### src/rtl/wcs_pkg.sv
package wcs_pkg;

    localparam int POLL_BIT = 7;
    localparam int TGL_BIT  = 6;
    localparam int LOW_W    = 6;

    typedef enum logic [1:0] {
        PH_READY  = 2'd0,
        PH_BUSY   = 2'd1,
        PH_SETTLE = 2'd2
    } phase_e;

    typedef struct packed {
        logic             poll;
        logic             tgl;
        logic [LOW_W-1:0] low;
    } rd_word_t;

    function automatic rd_word_t busy_word(input logic erase, input logic last7, input logic tgl);
        rd_word_t w;
        w.poll = erase ? 1'b0 : ~last7;
        w.tgl  = tgl;
        w.low  = '0;
        return w;
    endfunction

    function automatic rd_word_t settle_word(input logic [7:0] arr);
        rd_word_t w;
        w.poll = arr[POLL_BIT];
        w.tgl  = arr[TGL_BIT];
        w.low  = '0;
        return w;
    endfunction

endpackage

### src/rtl/wcs_phase.sv
module wcs_phase
    import wcs_pkg::*;
#(
    parameter int SETTLE_CYC = 200
) (
    input  logic   clk,
    input  logic   rst,
    input  logic   busy_i,
    output phase_e phase_o
);
    localparam int CNT_W = $clog2(SETTLE_CYC + 1);
    localparam logic [CNT_W-1:0] CNT_LOAD = CNT_W'(SETTLE_CYC);

    logic [CNT_W-1:0] cnt_q;

    always_ff @(posedge clk) begin
        if (rst) begin
            cnt_q <= '0;
        end else if (busy_i) begin
            cnt_q <= CNT_LOAD;
        end else if (cnt_q != '0) begin
            cnt_q <= cnt_q - 1'b1;
        end
    end

    always_comb begin
        if (busy_i)            phase_o = PH_BUSY;
        else if (cnt_q != '0)  phase_o = PH_SETTLE;
        else                   phase_o = PH_READY;
    end

    AST_CNT_RANGE: assert property (@(posedge clk) disable iff (rst)
        cnt_q <= CNT_LOAD);
    AST_BUSY_RELOAD: assert property (@(posedge clk) disable iff (rst)
        busy_i |=> (cnt_q == CNT_LOAD));
    AST_SETTLE_STEP: assert property (@(posedge clk) disable iff (rst)
        (!busy_i && cnt_q != '0) |=> (cnt_q == $past(cnt_q) - 1'b1));

endmodule

### src/rtl/wcs_toggle.sv
module wcs_toggle (
    input  logic clk,
    input  logic rst,
    input  logic busy_i,
    input  logic rd_stb_i,
    output logic tgl_o
);
    logic tgl_q;

    always_ff @(posedge clk) begin
        if (rst) begin
            tgl_q <= 1'b1;
        end else if (!busy_i) begin
            tgl_q <= 1'b1;
        end else if (rd_stb_i) begin
            tgl_q <= ~tgl_q;
        end
    end

    assign tgl_o = tgl_q;

    AST_TGL_FLIP: assert property (@(posedge clk) disable iff (rst)
        (busy_i && rd_stb_i) |=> (tgl_q != $past(tgl_q)));
    AST_TGL_HOLD: assert property (@(posedge clk) disable iff (rst)
        (busy_i && !rd_stb_i) |=> $stable(tgl_q));
    AST_TGL_PRESET: assert property (@(posedge clk) disable iff (rst)
        !busy_i |=> tgl_q);

endmodule

### src/rtl/wcs_rdmux.sv
module wcs_rdmux
    import wcs_pkg::*;
(
    input  phase_e     phase_i,
    input  logic       erase_i,
    input  logic       last7_i,
    input  logic       tgl_i,
    input  logic [7:0] array_i,
    output logic [7:0] rd_o
);
    rd_word_t w;

    always_comb begin
        unique case (phase_i)
            PH_BUSY:   w = busy_word(erase_i, last7_i, tgl_i);
            PH_SETTLE: w = settle_word(array_i);
            default:   w = rd_word_t'(array_i);
        endcase
    end

    assign rd_o = w;

endmodule

### src/rtl/write_status_reporter.sv
module write_status_reporter
    import wcs_pkg::*;
#(
    parameter int SETTLE_CYC = 200
) (
    input  logic       clk,
    input  logic       rst,
    input  logic       busy_i,
    input  logic       erase_i,
    input  logic [7:0] last_byte_i,
    input  logic       rd_stb_i,
    input  logic [7:0] array_data_i,
    output logic [7:0] rd_data_o
);
    phase_e phase;
    logic   tgl;

    wcs_phase #(.SETTLE_CYC(SETTLE_CYC)) i_phase (
        .clk     (clk),
        .rst     (rst),
        .busy_i  (busy_i),
        .phase_o (phase)
    );

    wcs_toggle i_toggle (
        .clk      (clk),
        .rst      (rst),
        .busy_i   (busy_i),
        .rd_stb_i (rd_stb_i),
        .tgl_o    (tgl)
    );

    wcs_rdmux i_rdmux (
        .phase_i (phase),
        .erase_i (erase_i),
        .last7_i (last_byte_i[POLL_BIT]),
        .tgl_i   (tgl),
        .array_i (array_data_i),
        .rd_o    (rd_data_o)
    );

    AST_POLL_INV: assert property (@(posedge clk) disable iff (rst)
        (busy_i && !erase_i) |-> (rd_data_o[7] != last_byte_i[7]));
    AST_ERASE_B7: assert property (@(posedge clk) disable iff (rst)
        (busy_i && erase_i) |-> !rd_data_o[7]);
    AST_FIRST_ONE: assert property (@(posedge clk) disable iff (rst)
        $rose(busy_i) |-> rd_data_o[6]);
    AST_LOW_ZERO: assert property (@(posedge clk) disable iff (rst)
        busy_i |-> (rd_data_o[5:0] == 6'd0));
    AST_DONE_TRUE: assert property (@(posedge clk) disable iff (rst)
        $fell(busy_i) |-> (rd_data_o[7:6] == array_data_i[7:6] && rd_data_o[5:0] == 6'd0));

endmodule

### config.mk
export PLATFORM = sky130hd
export DESIGN_NAME = write_status_reporter
export DESIGN_NICKNAME = d
export VERILOG_FILES = /design/src/rtl/wcs_pkg.sv /design/src/rtl/wcs_phase.sv /design/src/rtl/wcs_toggle.sv /design/src/rtl/wcs_rdmux.sv /design/src/rtl/write_status_reporter.sv
export SDC_FILE = /design/constraint.sdc
export NUM_CORES = 1
export LEC_CHECK = 0
export BUFFER_PORTS_ARGS = -buffer_cell sky130_fd_sc_hd__buf_2
export CAP_MARGIN = 40
export CORE_AREA = 2 2 39 41
export DETAILED_ROUTE_END_ITERATION = 12
export DIE_AREA = 0 0 41 43
export HOLD_SLACK_MARGIN = 0.02
export MAX_ROUTING_LAYER = met4
export PLACE_DENSITY = 0.73
export SYNTH_ARGS = -nofsm -noshare
export SYNTH_HDL_FRONTEND = slang
export SYNTH_SLANG_ARGS = --single-unit
### constraint.sdc
create_clock -name clk -period 2.15 [get_ports clk]
set_clock_uncertainty 0.05 [all_clocks]
set_input_delay 0.1075 -clock clk [delete_from_list [all_inputs] [get_ports clk]]
set_output_delay 0.1075 -clock clk [all_outputs]
set_load 0.03 [all_outputs]
Word-level counts from Yosys, hierarchy flattened
Cells that the tools add are included.
{"block": "word_totals", "ff_bits": 9, "latch_bits": 0, "mem_bits_rw": 0, "rom_bits": 0, "in_bits": 21, "out_inout_bits": 8, "mem_count": 0}
{"block": "op_classes", "addsub": 1, "n_mul": 0, "n_div": 0, "n_lt_le_gt_ge": 0, "eq_ne": 2, "shift": 0, "muxes": 6, "bitwise": 3, "n_reduce_logical": 4}
{"operator": "2-to-1 mux 8 bit", "count": 2}
{"operator": "one-hot mux 8 bit (2 select lines)", "count": 1}
{"operator": "nonzero test 8 bit", "count": 1}
{"operator": "subtractor 8 x 1 -> 8 bit, second input constant", "count": 1}
{"operator": "2-to-1 mux 2 bit", "count": 2}
{"operator": "OR reduction 2 bit", "count": 2}
{"operator": "NOT 1 bit", "count": 3}
{"operator": "equality test 2 x 1 -> 1 bit, second input constant", "count": 1}
{"operator": "equality test 2 bit, second input constant", "count": 1}
{"operator": "nonzero test 2 bit", "count": 1}
{"operator": "2-to-1 mux 1 bit", "count": 1}

Depth between registers and ports, before layout
Gate-level depths: netlist of run 1.
{"block": "depth", "depth_word": 5, "mapped_depth": 6}

By module
From an unflattened synthesis of run 1, not the netlist that was laid out.
{"block": "unflattened", "hier_cells": 75, "area_unflattened_um2": 641.9}
{"module": "wcs_phase", "instances": 1, "cells_per_inst": 55, "area_per_inst_um2": 476.7}
{"module": "wcs_rdmux", "instances": 1, "cells_per_inst": 17, "area_per_inst_um2": 128.9}
{"module": "wcs_toggle", "instances": 1, "cells_per_inst": 3, "area_per_inst_um2": 36.3}

Least setup slack after synthesis of run 1
Ideal clock, no wire load.
{"block": "synth_timing", "kind": "register to register", "from": "register i_phase.cnt_q[0]", "to": "register i_phase.cnt_q[6]", "t_arrival_ns": 1.624, "t_required_ns": 1.980, "path_slack_ns": 0.356, "stages_incl_launch_ff": 7, "n_path_buf": 1, "synth_period_minus_slack_ns": 1.794, "cell_sequence": "dfxtp_1 -> inv_1 -> ha_1 -> buf_2 -> or3b_2 -> o31a_1 -> o31a_1"}
{"block": "synth_via", "elab_chain_cells": 3}
{"item": "start, declared", "line_no": "wcs_phase.sv:14", "text": "logic [CNT_W-1:0] cnt_q;"}
{"item": "start signal, assigned", "line_no": "wcs_phase.sv:22", "text": "cnt_q <= cnt_q - 1'b1;"}
{"item": "subtractor 8 x 1 -> 8 bit", "line_no": "wcs_phase.sv:22"}
{"item": "2-to-1 mux 8 bit", "line_no": "wcs_phase.sv:21", "text": "end else if (cnt_q != '0) begin"}
{"item": "2-to-1 mux 8 bit", "line_no": "wcs_phase.sv:19", "text": "end else if (busy_i) begin"}
Parallel ways exist; a longest one is shown, timed or not. The select of a mux whose other input is x is not followed.
A chain may end at the register's enable or synchronous reset.

Final worst setup path of run 1
{"block": "layout_timing", "from": "register i_phase.cnt_q[0]", "to": "output rd_data_o[2]"}
{"block": "layout_via", "elab_chain_cells": 5}
{"item": "nonzero test 8 bit *", "line_no": "wcs_phase.sv:28", "text": "else if (cnt_q != '0) phase_o = PH_SETTLE;"}
{"item": "2-to-1 mux 2 bit *", "line_no": "wcs_phase.sv:28"}
{"item": "2-to-1 mux 2 bit *", "line_no": "wcs_phase.sv:27", "text": "if (busy_i) phase_o = PH_BUSY;"}
{"item": "equality test 2 bit or equality test 2 x 1 -> 1 bit (tied branches)", "line_no": "wcs_rdmux.sv:14", "text": "unique case (phase_i)"}
{"item": "one-hot mux 8 bit (2 select lines) *", "line_no": "wcs_rdmux.sv:14"}
{"item": "end, declared", "line_no": "write_status_reporter.sv:13", "text": "output logic [7:0] rd_data_o"}
Every way passes the cells marked *; elsewhere a longest branch is shown, timed or not.

==> flow_summary.ini, run 1 <==
[die]
rows = 14
core-area_mm2 = 0.00138
die_w_um = 41
dieArea_mm2 = 0.00176
die_h_um = 43
ios = 29
initial_core_util = 0.386

[finish]
final_nets = 109
insertedDiodeCount = 0
fin_util = 0.503
drive_gt1_frac = 0.395
area_delta_synth_final_pct = 30.2

[clock_network]
ctsResizeCount = 0
cts_buffers = 3
cts_sinks = 9
root_buffer = clkbuf_4
postCtsHoldBufs = 0
clk_latency_ps = 260
cts_tree = done
cts_max_path_buffers = 2
postCtsSetupBuffers = 0
cts_max_level = 1
clkTransAtPathRegs_ps = 60

[synth]
synth.most_common_cell = dfxtp_1
syn_area_per_cell_um2 = 8.76
ys_async_sr_fraction = 0
syn-num-nets = 83
synth-seq-area-share = 0.337
synth_largest_area_cell = dfxtp_1
synth_edf_count = 0
synthFlopType = dfxtp_1
postSynthCellCount = 61
synth.distinct_cells = 30
yosys_warnings = 0
synth_area_leaders = dfxtp_1, and2_1, a211oi_1
synth_common_cells = dfxtp_1, and2_1, inv_1
syn_area_um2 = 534
synth_seq_cells = 9
synth_top_area_share = 0.337

[critical_path]
setup.worst_path.end_class = primary output
crit_fanout = 9
arrival_ps = 1610
critPathKind = register to primary output
critPathMaxStageDelay_ps = 390
crit_chain = inv_1 -> ha_1 -> buf_4 -> and4_1 -> and2_1 -> buf_2
setup.worst_path.start_class = register
required_ps = 1990
crit_slowest_cell = dfxtp_1

[grt]
grt_pass1_vias = 475
grt_antenna_before_repair = 0
grt_pass1_wl_um = 1950
grt.total_usage = 0.167
overflow = 0
grt_start_max_net_pins = 11

[timing]
final.setup.tns_ps = 0
rsz0062_at_grt = false
tightest_slew_ps = 312
layout_min_cycle_time_ps = 1770
fin_crit_sh = 0.823
relSlewSlack = 0.790
hold_ws_ps = 38.1
hold_viol_final = 0
fmax_mhz = 565
setup_viol = 0
drv_slew = 0

[pwr]
leakage_uw = 0.000306
p_per_area_mw_per_mm2 = 735
worst_ir_drop_vdd_v = 0.000478

[placement]
io_buffers = 21
finalWeightedCongestion = 0.773
hpwl_um = 944

[detailed_routing]
vias = 552
postRouteAntennaNets = 0
viasPerCell = 5.41
firstDrtPassIters = 3
drc = 0
post_drt_wl_per_cell_um = 11.6
drtIter0Drc = 2
routed_wl_um = 1180

[worst_hold_path]
hp-class = primary input to register

[status]
outcome = completed

[job]
drv_cap = 0
-- power by group --
group          total, uW  switching, uW  internal (uW)
Sequential           206           20.7            185
Clock                130           58.4           71.5
Combinational        175           88.8           86.6
Total                511            168            343
-- worst paths after layout --
check                                 startpoint               end  slack (ps)  cells past startpoint
worst max register to register  i_phase.cnt_q[3]  i_phase.cnt_q[5]         400                      3
worst min register to register    i_toggle.tgl_o    i_toggle.tgl_o         470                      2
worst max-delay path            i_phase.cnt_q[0]      rd_data_o[2]         380                      6
worst min-delay path                    rd_stb_i    i_toggle.tgl_o          40                      3
-- layer usage --
layer	vias to the layer above	GRT usage	routed length, um
met3	0	0.0785	48
li1	283	-	-
met2	7	0.250	611
met1	262	0.197	520
met4	0	0.0400	0
met5	-	-	0
-- state kept, by name, summed over array words and instances (netlist names) --
signal / cells
i_toggle.tgl_o: 1
i_phase.cnt_q: 8
-- metrics by stage --
| stage | worst slack [ps] | total power (uW) | area (um2) | std cells |
|---|---|---|---|---|
| floorplan | 356 | 330 | 534 | 61 |
| global placement | 441 | 380 | 669 | 98 |
| detailed placement | 405 | 385 | 669 | 98 |
| CTS | 367 | 518 | 696 | 102 |
| global route | 237 | 553 | 696 | 102 |
| finish | 380 | 511 | 696 | 102 |
-- area by class of cell --
type,instances,area (um2)
Clock buffer,4,26.3
Fill cell,142,688
Inverter,5,18.8
Multi-Input combinational cell,44,323
Sequential cell,9,180
Tap cell,16,20.0
Timing Repair Buffer,24,128
-- critical path: cells and delay by family, from the launching register on --
family | cells | cell delay (ps)
adder cells (fa/ha/maj) | 1 | 200
buffers and inverters | 3 | 390
flip-flops | 1 | 390
AND/OR/NAND/NOR | 2 | 380
-- kinds of logic (layout without fill, tap and decap cells) --
family	after synthesis	count (layout)	synth area share
AOI/OAI and AO/OA	18	18	0.269
muxes	1	1	0.0211
adders and majority gates	1	1	0.0234
xor gates and xnor gates	1	1	0.0164
DFF	9	9	0.337
and+or+nand+nor	23	23	0.274
buffers and inverters	8	33	0.0585
-- cell usage in the layout, fill, tap and decap left out, drive strengths merged, types with 2 or more instances in the layout --
master / instances
a211oi: 4
a31o: 2
and2: 6
buf: 24
clkbuf: 4
dfxtp: 9
inv: 5
nand2: 2
nand2b: 2
nand4: 2
nor3: 2
o21ai: 3
o31a: 3
o31ai: 2
or3: 2
or4: 2
No activity file was read; power rests on OpenSTA's default activity.
==> run 2: changes to the inputs <==
- CORE_AREA: 2 2 39 41 -> not set
- CORE_UTILIZATION: not set -> 38
- DIE_AREA: 0 0 41 43 -> not set
- clock period: 2.15 -> 1.5 ns (I/O delays scaled with it)
==> run 2 against run 1 <==
Net effect:
- final cell count up 11%
- critical endpoint is now i_phase.cnt_q[5]
- the run now ends with negative setup slack left
- clock-buffer cell count unchanged
- critical path type is now register to register
- final area up 33%
- setup slack worse by 520 ps
- die area down 12%
- first-iteration DRC count rose to 8.5 times the previous value
- clock power up 51%
==> flow_summary.ini, run 2 (synthesis gave the netlist of run 1 again) <==
[clock_network]
cts_sinks = 9
clk_latency_ps = 260
cts_max_level = 1
clkTransAtPathRegs_ps = 70
root_buffer = clkbuf_4
cts_buffers = 3
cts_max_path_buffers = 2
cts_tree = done

[finish]
stdcell_count = 113
nFillCells = 96
final_cell_mix = buf_2, buf_4, buf_6
drive_gt1_frac = 0.643
fin_util = 0.711
area_delta_synth_final_pct = 73.1
largest-register = i_phase.cnt_q
final_nets = 121
final_common_cell = buf_2
largest_reg_flops = 8
insertedDiodeCount = 0

[critical_path]
setup.worst_path.start_class = register
critPathKind = register to register
crit_fanout = 3
required_ps = 1610
arrival_ps = 1750
setup.worst_path.end_class = register

[grt]
grt_start_max_net_pins = 11
grt.total_usage = 0.204
grt_pass1_vias = 503
overflow = 0
grt_antenna_before_repair = 0
grt_pass1_wl_um = 2100

[status]
outcome = finished, violations left
violations = negative setup slack

[detailed_routing]
firstDrtPassIters = 4
drc = 0
vias = 626
postRouteAntennaNets = 0
routed_wl_um = 1540
post_drt_wl_per_cell_um = 13.6
viasPerCell = 5.54
drtIter0Drc = 17

[pwr]
p_per_area_mw_per_mm2 = 981
leakage_uw = 0.000396
total_power_uw = 907
worst_ir_drop_vdd_v = 0.000615

[timing]
hold_viol_final = 0
final.setup.tns_ps = -832
fin_crit_sh = 1.09
setup_viol = 9
tightest_slew_ps = 342
drv_slew = 0
relSlewSlack = 0.769
layout_min_cycle_time_ps = 1640
fmax_mhz = 610
rsz0062_at_grt = true
fin_ws_ps = -140

[die]
initial_core_util = 0.411
die_w_um = 39.5
core-area_mm2 = 0.00130
die_h_um = 39.5
rows = 13
ios = 29
dieArea_mm2 = 0.00156

[placement]
hpwl_um = 1020
io_buffers = 21
finalWeightedCongestion = 0.907
post-place-cells = 104

[worst_hold_path]
hp-class = primary input to register

[job]
drv_cap = 0
-- run 2: through the flow --
step	cell area, um2	setup slack [ps]	hold slack (ps)
global route	925	-176	79.7
detailed placement	738	-176	266
global placement	738	-142	266
finish	925	-140	70.7
CTS	813	-147	55.2
floorplan	558	-144	159
-- run 2: worst max-delay path, cell delays in order, from the launching register on --
cell       delay [ps]
dfxtp_2           340
or4_4             530
or3_4             350
a2111oi_4         280
-- run 2: area by class of cell --
class | instances | area (um2) | area share
multi-input cells | 44 | 408 | 0.441
repair buffers | 36 | 269 | 0.291
flip-flops and latches | 9 | 184 | 0.199
clock buffers | 4 | 26.3 | 0.0284
inverters | 5 | 18.8 | 0.0203
well taps | 15 | 18.8 | 0.0203
-- run 2: power by group --
group	leakage, uW	total [uW]	internal, uW	switching [uW]
combinational	0.000305	416	229	187
sequential	0.0000756	295	267	28.8
clock	0.0000150	196	102	93.4
total	0.000396	907	598	309
-- run 2: routing by layer --
metal  GRT usage  wire length (um)  vias up
met1       0.247               610      293
met3      0.0511                80        2
met4      0.0259                 7        0
li1            -                 -      309
met2       0.348               838       22
met5           -                 0        -
-- run 2: worst paths after layout --
check / slack [ps] / depth (start not counted) / end / start
worst max-delay path: -140 / 3 / i_phase.cnt_q[5] / i_phase.cnt_q[0]
worst min-delay path: 70 / 2 / i_toggle.tgl_o / busy_i
worst max register to register: -140 / 3 / i_phase.cnt_q[5] / i_phase.cnt_q[0]
worst min register to register: 460 / 2 / i_toggle.tgl_o / i_toggle.tgl_o
-- run 2: what timing repair did --
action                                  in CTS  in global routing
gates resized for setup                     10                 22
hold buffers                                 1                  0
endpoints found under the setup margin      10                 11
pin swaps                                    5                  9
hold endpoints to repair                     1                  0
buffers inserted                             1                  3
==> run 3: changes to the inputs <==
- SETUP_SLACK_MARGIN: not set -> 0.02
==> run 3 against run 2 <==
Net effect:
- final area decreased by 1.6%
- largest cell class unchanged
- routed wire length increased by 13%
- hold slack got worse by 27 ps
- the flow still finishes with violations (negative setup slack)
- critical path type unchanged
==> flow_summary.ini, run 3 (synthesis gave the netlist of run 1 again) <==
[detailed_routing]
viasPerCell = 5.81
postRouteAntennaNets = 0
routed_wl_um = 1730
drc = 0
drtIter0Drc = 29
post_drt_wl_per_cell_um = 15.3
vias = 656
firstDrtPassIters = 4

[die]
rows = 13
die_w_um = 39.5
initial_core_util = 0.411
die_h_um = 39.5
dieArea_mm2 = 0.00156
ios = 29
core-area_mm2 = 0.00130

[finish]
largest_reg_flops = 8
fin_util = 0.699
final_common_cell = buf_2
largest-register = i_phase.cnt_q
final_cell_mix = buf_2, buf_4, buf_6
final_nets = 121
insertedDiodeCount = 0
stdcell_count = 113
area_delta_synth_final_pct = 70.3
drive_gt1_frac = 0.653

[placement]
io_buffers = 21
post-place-cells = 102
hpwl_um = 1030
pre_cts_ws_ps = -180
finalWeightedCongestion = 0.846

[timing]
rsz0062_at_grt = true
drv_slew = 0
fin_crit_sh = 1.10
relSlewSlack = 0.790
fmax_mhz = 606
tightest_slew_ps = 310
setup_viol = 9
fin_ws_ps = -150
layout_min_cycle_time_ps = 1650
hold_viol_final = 0

[grt]
grt_antenna_before_repair = 0
grt_pass1_vias = 512
grt_start_max_net_pins = 11
top_usage_layer = met2
overflow = 0
grt.total_usage = 0.238
grtUsageMet3 = 0.0568
use_met2 = 0.344
use_met1 = 0.304
grt_pass1_wl_um = 2350

[status]
violations = negative setup slack
outcome = finished, violations left

[critical_path]
rrSetupSlack_ps = -150
crit_buf_inv = 0
setup.worst_path.start_class = register
critPathMaxStageDelay_ps = 550
crit_chain = or4_4 -> or3_1 -> a2111oi_2
arrival_ps = 1780
required_ps = 1630
worst_path_dominant_cell_family = simple AND/OR/NAND/NOR gates
crit_fanout = 3
rr_worst_depth = 3
r2r-end = i_phase.cnt_q[5]
crit_slowest_cell = or4_4
critPathKind = register to register
setup.worst_path.end_class = register
rr_startpoint = i_phase.cnt_q[3]

[clock_network]
cts_buffers = 3
root_buffer = clkbuf_4
cts_sinks = 9
cts_max_path_buffers = 2
cts_max_level = 1
clkTransAtPathRegs_ps = 80
cts_tree = done
clk_latency_ps = 270

[pwr]
power_frac_comb = 0.452
seqPwrFrac = 0.321
leakage_uw = 0.000397
clockPowerShare = 0.227
internal_power_uw = 588
p_per_area_mw_per_mm2 = 1010
worst_ir_drop_vdd_v = 0.000584
p_switching_uw = 332
swShare = 0.361

[job]
drv_cap = 0

[worst_hold_path]
hp-start = busy_i
min_path_cells = 2
min_to = i_toggle.tgl_o
hp-class = primary input to register
## run 3: cell count changes in the layout (fill, tap and decap cells not counted)
cell,before,now
a2111oi_4,1,0
dfxtp_1,6,5
o311ai_1,0,1
clkbuf_1,1,0
or3_1,1,2
or3_4,1,0
dfxtp_2,3,4
clkinv_2,0,1
a2111oi_2,0,1
o311ai_0,1,0
## run 3: cell type report
type / instances / area [um2]
clock buffer: 3 / 22.5
clock inverter: 1 / 5.00
fill: 97 / 392
inverter: 5 / 18.8
multi-input combinational: 44 / 390
sequential: 9 / 185
tap: 15 / 18.8
timing repair buffer: 36 / 269
## run 3: how the worst max path moves through the flow
stage	from	to	slack, ps	cells past startpoint
2_1_floorplan	i_phase.cnt_q[1]	i_phase.cnt_q[5]	-140	3
6_report	i_phase.cnt_q[3]	i_phase.cnt_q[5]	-150	3
5_1_grt	i_phase.cnt_q[3]	i_phase.cnt_q[5]	-180	3
4_1_cts	i_phase.cnt_q[3]	i_phase.cnt_q[7]	-160	4
3_5_place_dp	i_phase.cnt_q[1]	i_phase.cnt_q[5]	-180	3
3_3_place_gp	i_phase.cnt_q[1]	i_phase.cnt_q[5]	-140	3
## run 3: what timing repair did
action | CTS | global route
hold buffers | 1 | 0
setup endpoints to repair | 10 | 12
setup buffers | 3 | 3
endpoints found under the hold margin | 1 | 0
pin swaps | 5 | 5
resized for setup | 12 | 20
## run 3: stage by stage
| stage | instance area, um2 | power (uW) | setup TNS [ps] | hold slack, ps |
|---|---|---|---|---|
| 3_3_place_gp | 723 | 589 | -333 | 262 |
| 2_1_floorplan | 558 | 493 | -346 | 159 |
| 3_5_place_dp | 723 | 596 | -416 | 266 |
| 4_1_cts | 825 | 844 | -1030 | 30.8 |
| 5_1_grt | 910 | 963 | -1280 | 63.4 |
| 6_report | 910 | 920 | -1020 | 43.8 |
## run 3: power groups by stage
stage               Sequential [uW]  Clock (uW)  Combinational, uW
floorplan                       295           0                198
global placement                294           0                295
detailed placement              295           0                301
CTS                             290         205                349
global route                    297         224                441
finish                          295         209                416
## run 3: routing by layer
metal / part of all wire / vias to the layer above
met5: 0 / -
met2: 0.49 / 22
met1: 0.46 / 321
met3: 0.032 / 4
li1: - / 309
met4: 0.017 / 0
